--- src/rtl/cal_switch_seq_pkg.sv ---
package cal_switch_seq_pkg;

  localparam int NUM_STEPS  = 5;
  localparam int NUM_RELAYS = 5;
  localparam int STEP_W     = $clog2(NUM_STEPS);

  typedef enum logic [2:0] {
    ST_IDLE,
    ST_GAP,
    ST_SETTLE,
    ST_TRIG,
    ST_WAIT,
    ST_DONE
  } seqState_e;

  // Strobes from the controller to the datapath.
  typedef struct packed {
    logic loadGap;
    logic loadSettle;
    logic countDown;
    logic capture;
  } dpStrobe_t;

  // Relay pattern for each step: bit 0 = S1 .. bit 4 = S5.
  function automatic logic [NUM_RELAYS-1:0] relayMap(input logic [STEP_W-1:0] stepIdx);
    case (stepIdx)
      3'd0:    relayMap = 5'b01000;
      3'd1:    relayMap = 5'b01001;
      3'd2:    relayMap = 5'b10100;
      3'd3:    relayMap = 5'b10010;
      default: relayMap = 5'b00000;
    endcase
  endfunction

endpackage

--- src/rtl/cal_switch_seq_ctrl.sv ---
module cal_switch_seq_ctrl
  import cal_switch_seq_pkg::*;
(
  input  logic                  clk,
  input  logic                  rstN,
  input  logic                  startReq,
  input  logic                  abortReq,
  input  logic                  measDone,
  input  logic                  cntZero,
  output dpStrobe_t             strobe,
  output logic [STEP_W-1:0]     stepIdx,
  output logic [NUM_RELAYS-1:0] relayCtl,
  output logic                  forceZeroCur,
  output logic                  lowCurEn,
  output logic                  measTrig,
  output logic                  busy,
  output logic                  seqDone
);

  localparam logic [STEP_W-1:0] LAST_STEP = STEP_W'(NUM_STEPS - 1);

  seqState_e state, stateNext;
  logic [STEP_W-1:0] stepNext;
  logic closedPhase;

  always_ff @(posedge clk or negedge rstN) begin
    if (!rstN) begin
      state   <= ST_IDLE;
      stepIdx <= '0;
    end else begin
      state   <= stateNext;
      stepIdx <= stepNext;
    end
  end

  always_comb begin
    stateNext = state;
    stepNext  = stepIdx;
    strobe    = '0;
    if (abortReq) begin
      stateNext = ST_IDLE;
      stepNext  = '0;
    end else begin
      case (state)
        ST_IDLE, ST_DONE: begin
          if (startReq) begin
            stateNext      = ST_GAP;
            stepNext       = '0;
            strobe.loadGap = 1'b1;
          end
        end
        ST_GAP: begin
          if (cntZero) begin
            stateNext         = ST_SETTLE;
            strobe.loadSettle = 1'b1;
          end else begin
            strobe.countDown = 1'b1;
          end
        end
        ST_SETTLE: begin
          if (cntZero) stateNext = ST_TRIG;
          else         strobe.countDown = 1'b1;
        end
        ST_TRIG: stateNext = ST_WAIT;
        ST_WAIT: begin
          if (measDone) begin
            strobe.capture = 1'b1;
            if (stepIdx == LAST_STEP) begin
              stateNext = ST_DONE;
            end else begin
              stateNext      = ST_GAP;
              stepNext       = stepIdx + 1'b1;
              strobe.loadGap = 1'b1;
            end
          end
        end
        default: stateNext = ST_IDLE;
      endcase
    end
  end

  assign closedPhase  = (state == ST_SETTLE) || (state == ST_TRIG) || (state == ST_WAIT);
  assign relayCtl     = closedPhase ? relayMap(stepIdx) : '0;
  assign forceZeroCur = closedPhase && (stepIdx == STEP_W'(1));
  assign lowCurEn     = closedPhase && (stepIdx == LAST_STEP);
  assign measTrig     = (state == ST_TRIG);
  assign busy         = (state != ST_IDLE) && (state != ST_DONE);
  assign seqDone      = (state == ST_DONE);

endmodule

--- src/rtl/cal_switch_seq_dp.sv ---
module cal_switch_seq_dp
  import cal_switch_seq_pkg::*;
#(
  parameter int CNT_W  = 16,
  parameter int DATA_W = 24
) (
  input  logic                        clk,
  input  logic                        rstN,
  input  dpStrobe_t                   strobe,
  input  logic [STEP_W-1:0]           stepIdx,
  input  logic [CNT_W-1:0]            gapCycles,
  input  logic [CNT_W-1:0]            settleCycles,
  input  logic [DATA_W-1:0]           measRe,
  input  logic [DATA_W-1:0]           measIm,
  output logic                        cntZero,
  output logic [NUM_STEPS*DATA_W-1:0] resRe,
  output logic [NUM_STEPS*DATA_W-1:0] resIm
);

  logic [CNT_W-1:0] phaseCnt;

  // One down-counter serves both the gap and the settle phases.
  always_ff @(posedge clk or negedge rstN) begin
    if (!rstN)                  phaseCnt <= '0;
    else if (strobe.loadGap)    phaseCnt <= gapCycles;
    else if (strobe.loadSettle) phaseCnt <= settleCycles;
    else if (strobe.countDown)  phaseCnt <= phaseCnt - 1'b1;
  end

  assign cntZero = (phaseCnt == '0);

  for (genvar g = 0; g < NUM_STEPS; g++) begin : gSlot
    always_ff @(posedge clk or negedge rstN) begin
      if (!rstN) begin
        resRe[g*DATA_W +: DATA_W] <= '0;
        resIm[g*DATA_W +: DATA_W] <= '0;
      end else if (strobe.capture && (stepIdx == STEP_W'(g))) begin
        resRe[g*DATA_W +: DATA_W] <= measRe;
        resIm[g*DATA_W +: DATA_W] <= measIm;
      end
    end
  end

endmodule

--- src/rtl/cal_switch_seq.sv ---
module cal_switch_seq
  import cal_switch_seq_pkg::*;
#(
  parameter int CNT_W  = 16,
  parameter int DATA_W = 24
) (
  input  logic                        clk,
  input  logic                        rstN,
  input  logic                        startReq,
  input  logic                        abortReq,
  input  logic [CNT_W-1:0]            gapCycles,
  input  logic [CNT_W-1:0]            settleCycles,
  input  logic                        measDone,
  input  logic [DATA_W-1:0]           measRe,
  input  logic [DATA_W-1:0]           measIm,
  output logic [NUM_RELAYS-1:0]       relayCtl,
  output logic                        forceZeroCur,
  output logic                        lowCurEn,
  output logic                        measTrig,
  output logic                        busy,
  output logic                        seqDone,
  output logic [NUM_STEPS*DATA_W-1:0] resRe,
  output logic [NUM_STEPS*DATA_W-1:0] resIm
);

  dpStrobe_t         strobe;
  logic [STEP_W-1:0] stepIdx;
  logic              cntZero;

  cal_switch_seq_ctrl u_ctrl (
    .clk          (clk),
    .rstN         (rstN),
    .startReq     (startReq),
    .abortReq     (abortReq),
    .measDone     (measDone),
    .cntZero      (cntZero),
    .strobe       (strobe),
    .stepIdx      (stepIdx),
    .relayCtl     (relayCtl),
    .forceZeroCur (forceZeroCur),
    .lowCurEn     (lowCurEn),
    .measTrig     (measTrig),
    .busy         (busy),
    .seqDone      (seqDone)
  );

  cal_switch_seq_dp #(.CNT_W(CNT_W), .DATA_W(DATA_W)) u_dp (
    .clk          (clk),
    .rstN         (rstN),
    .strobe       (strobe),
    .stepIdx      (stepIdx),
    .gapCycles    (gapCycles),
    .settleCycles (settleCycles),
    .measRe       (measRe),
    .measIm       (measIm),
    .cntZero      (cntZero),
    .resRe        (resRe),
    .resIm        (resIm)
  );

endmodule

--- config.mk ---
export PLATFORM = sky130hd
export DESIGN_NAME = cal_switch_seq
export DESIGN_NICKNAME = d
export VERILOG_FILES = /design/src/rtl/cal_switch_seq_pkg.sv /design/src/rtl/cal_switch_seq_ctrl.sv /design/src/rtl/cal_switch_seq_dp.sv /design/src/rtl/cal_switch_seq.sv
export SDC_FILE = /design/constraint.sdc
export NUM_CORES = 1
export LEC_CHECK = 0
export BUFFER_PORTS_ARGS = -buffer_cell sky130_fd_sc_hd__buf_2
export CORE_ASPECT_RATIO = 1.75
export CORE_MARGIN = 4
export CORE_UTILIZATION = 27
export CTS_BUF_LIST = sky130_fd_sc_hd__clkbuf_8
export CTS_CLUSTER_SIZE = 25
export DETAILED_ROUTE_END_ITERATION = 8
export PLACE_DENSITY_LB_ADDON = 0.2
export SLEW_MARGIN = 5
export SYNTH_ARGS = -nofsm -noshare
export SYNTH_HDL_FRONTEND = slang
export SYNTH_SLANG_ARGS = --single-unit
--- constraint.sdc ---
create_clock -name clk -period 2.5 [get_ports clk]
set_input_delay 0 -clock clk [delete_from_list [all_inputs] [get_ports clk]]
set_output_delay 0 -clock clk [all_outputs]
set_load 0.01 [all_outputs]
==> impl_summary.md <==
Timing
On the final layout, the worst clock skew is 12.78 ps. Setup repair after global routing left no endpoint under its margin. For the pin with the worst max-slew slack, the measured transition is 574.6 ps.

In the final timing run, aggregate negative setup slack is 0 ps. The hold violation total from the final report is 0. Setup violations remaining at the end of the flow were counted as 0. The final number of max-transition violations was 0. Counting I/O delays and the setup requirement, the final critical path takes 2256 ps. The worst max-slew margin expressed relative to the limit is 61.70%.

For this run, the top clock speed supported by timing is 0.4432 GHz. After layout, the worst path uses 90.25% of the clock period.

Worst setup path
The type of the worst setup path is flip-flop to flip-flop. The sort of element at the start of the critical path is a flip-flop. STA classifies the critical path endpoint as a flip-flop.

The largest driver fanout on the critical path is 9. Data on the critical path arrives at its endpoint at 2700 ps. The required time at the worst-slack endpoint is 2950 ps.

GRT
The wire length of the first global-routing pass is 50.51 mm. The global-route total usage across every layer is 15.22%. The number of antenna violations at the first check in global routing is 1. The pin count of the biggest net entering global routing is 70.

The via count of the first global-routing pass is 8,359. Global routing finished with a remaining overflow of 0.

Power
The peak supply drop is 328.1 uV. The design draws 8.619 mW. Of the total power, the share spent switching nets is 25.24%.

The portion of total power attributed to sequential cells is 50.7%. The leakage power is 8.242 nW. The share of total power dissipated in the clock network is 42.5%.

Power spread over the standard cell area amounts to 578.9 nW/um^2. The combinational power share is 6.9%. The internal power is 6.444 mW. For this design the total switching power over the nets is 2.175 mW.

Synthesis
The area of the mapped netlist is 10,720 um^2. The post-synthesis xor/xnor area fraction is 0.3270%. Summed over all instances, the cell type with the most area after synthesis is dfrtp_1. When the netlist entered floorplanning its net count stood at 821. The number of distinct library cell variants in the gate-level netlist after synthesis is 60. Among all flip-flop cells after synthesis, the most frequent one is dfrtp_1. The post-synthesis share of cell area spent on and, or, nand and nor gates is 5.710%. The mux contribution to synthesized area is 25.32%. The number of instances in the synthesized netlist is 730. The share of synthesized flip-flops with an asynchronous set or reset is 100.0%. Yosys attributes the largest share of cell area to dfrtp_1, mux2_2, a21oi_1. Summing the sequential cell areas from Yosys gives 61.19% of the chip area. The dominant combinational cell family by area after synthesis is multiplexers.

During synthesis, Yosys emitted a total of 0 warnings. Of the total synthesized cell area, the portion taken by full adders, half adders and majority gates is 0.7006%. The area share of the leading cell type in the synthesized netlist is 61.19%. The synthesized netlist devotes 4.519% of its cell area to compound gates. Yosys mapped a number of flops with a built-in enable equal to 0.

The synthesized design contains 262 register bits. In the synthesized netlist, the cells that appear most often are dfrtp_1, mux2_2, nor2_1. The cell with the most instances after synthesis is dfrtp_1. The average cell area after synthesis is 14.68 um^2.

Die
The number of cell rows is 96. Measured along the y axis, the die boundary spans 271.5 um. The effective utilization at floorplan is 27.28%. The horizontal extent of the die is 158.6 um. The region available for standard cell placement spans 39,280 um^2. The area of the die is 43,060 um^2. For this design the top-level I/O count stands at 335.

Place
The count of input and output buffers is 334. Summing all placed instances gives a cell area of 13,160 um^2. Once detailed placement completed, the half-perimeter wirelength came to 23.45 mm. The placer congestion estimate is 0.8275. The placed cell count is 1,545.

Final layout
The final instance area is 14,890 um^2. Cells fill 37.91% of the core in the end. The total of fill cells in the finished design is 3,849.

The final layout contains 1,279 nets. Compared with the post-synthesis result, the final layout area differs by 38.95%. The finished layout holds 1,711 standard cells, fillers aside. Of the cells placed in the final design, the portion with a size suffix greater than 1 is 55.90%.

Route
The overall via count from detail_route is 7,825. The detail-routed via count per cell is 4.573. The routed length per placed instance is 19.64 um.

The pre-antenna-repair detailed-routing pass consisted of 4 iterations. The number of design-rule violations left by the first detailed-router iteration is 239. The DRC violation count after routing is 0. The final wirelength is 33.61 mm. The number of antenna-violating nets in the routed design is 0.

CTS
For the worst-skew pair, the clock arrives at the later sink with an insertion delay of 560 ps. The library cell used as clock root buffer is clkbuf_8. The H-tree depth is 2.

Buffers added to address setup during post-CTS repair amount to 0. The sink count of the clock tree is 262. The total CTS buffers is 44.

The clock-pin slew of the registers on the worst-case setup and hold paths is 70 ps. The buffer levels on the longest clock path is 3. The CTS tree is yes.

Worst hold path
In this run the worst hold path is classified as input port to async pin.

Flow run
The tool flagged a number of max-cap violations equal to 0.

Run status
The flow ran to the end, and the final reports show no timing, DRC or antenna violations.
## path summary, 6_finish.rpt
check | start | to | slack [ps] | cells after the start
setup / recovery | u_ctrl.stepIdx[0] | u_dp.phaseCnt[8] | 240 | 7
hold / removal | rstN | u_dp.resRe[62] | 50 | 3
setup reg to reg | u_ctrl.stepIdx[0] | u_dp.phaseCnt[8] | 240 | 7
hold reg to reg | u_dp.resRe[6] | u_dp.resRe[6] | 500 | 1
max in group asynchronous | rstN | u_dp.resRe[19] | 2070 | 3
min in group clk | gapCycles[6] | u_dp.phaseCnt[6] | 190 | 4
## what timing repair did
item / in CTS / in global routing
hold buffers: 87 / 0
endpoints found under the setup margin: 0 / 1
endpoints found under the hold margin: 524 / 0
resized for setup: 0 / 1
## per-layer routing
metal,share of wire [%],GRT usage (%)
met3,5.9,3.047
met5,0,0
met4,3.5,5.976
met1,36,16.49
met2,55,28.33
## kinds of logic (layout without fill, tap and decap cells)
| kind of cell | count (synthesis) | after routing |
|---|---|---|
| muxes | 241 | 241 |
| xor gates and xnor gates | 4 | 4 |
| buffers and inverters | 46 | 536 |
| and+or+nand+nor | 101 | 101 |
| AOI/OAI and AO/OA | 70 | 70 |
| other | 0 | 1 |
| DFF | 262 | 262 |
| adders and majority gates | 6 | 6 |
## power groups by stage
stage	Sequential, mW	Clock, mW	Combinational (mW)
floorplan	4.42	0	0.209
CTS	4.36	3.87	0.607
detailed placement	4.44	0	0.496
global route	4.37	4.03	0.662
global placement	4.44	0	0.493
finish	4.37	3.66	0.591
## state kept, by name, indices dropped and copies added (netlist names)
name / cells
u_dp.phaseCnt: 16
u_ctrl.stepIdx: 3
u_ctrl.state: 3
u_dp.resIm: 120
u_dp.resRe: 120
## final cells by class
class / count / area, um^2 / share of cell area [%]
Tap cell: 490 / 613.1 / 4.118
Inverter: 9 / 33.78 / 0.2269
Sequential cell: 262 / 6556 / 44.03
Multi-Input combinational cell: 422 / 3954 / 26.55
Timing Repair Buffer: 449 / 2893 / 19.43
Clock buffer: 51 / 701.9 / 4.714
Antenna cell: 1 / 2.502 / 0.01681
Clock inverter: 27 / 135.1 / 0.9076
## cell usage in the layout, fill, tap and decap left out, types with 3 or more instances in the layout
master and instances:
nor3_2 3, clkbuf_8 51, ha_1 6, a211oi_1 3, or3_1 11, o21ai_1 7
a21oi_1 15, or2_2 3, buf_2 333, dfrtp_1 262, xnor2_1 3, nor2b_1 5
mux2_2 234, nand2_1 13, nor2_1 19, nor4_1 7, nand3_1 4, nand4_1 4
nor3_1 5, inv_1 26, buf_12 9, dlygate4sd3_1 86, buf_4 19, o21ai_0 11
or4_1 3, mux2_1 6, clkinv_2 4, a31oi_1 6, o221ai_1 3, nor3b_1 6
## through the flow
step | hold slack, ps | worst slack, ps
CTS | 31.61 | 83.49
finish | 49.65 | 243.9
floorplan | -295.6 | 504.5
detailed placement | -41.47 | 249.0
global placement | -43.39 | 295.0
global route | 55.09 | 27.21
## worst max-delay path, stage by stage, from the launching register on
cell and delay, ps:
dfrtp_1 470, inv_1 100, ha_1 270, nand2_1 110, a32oi_1 180, or3_1 540, o311a_1 200, a211o_1 260
(Power assumes the default switching activity.)
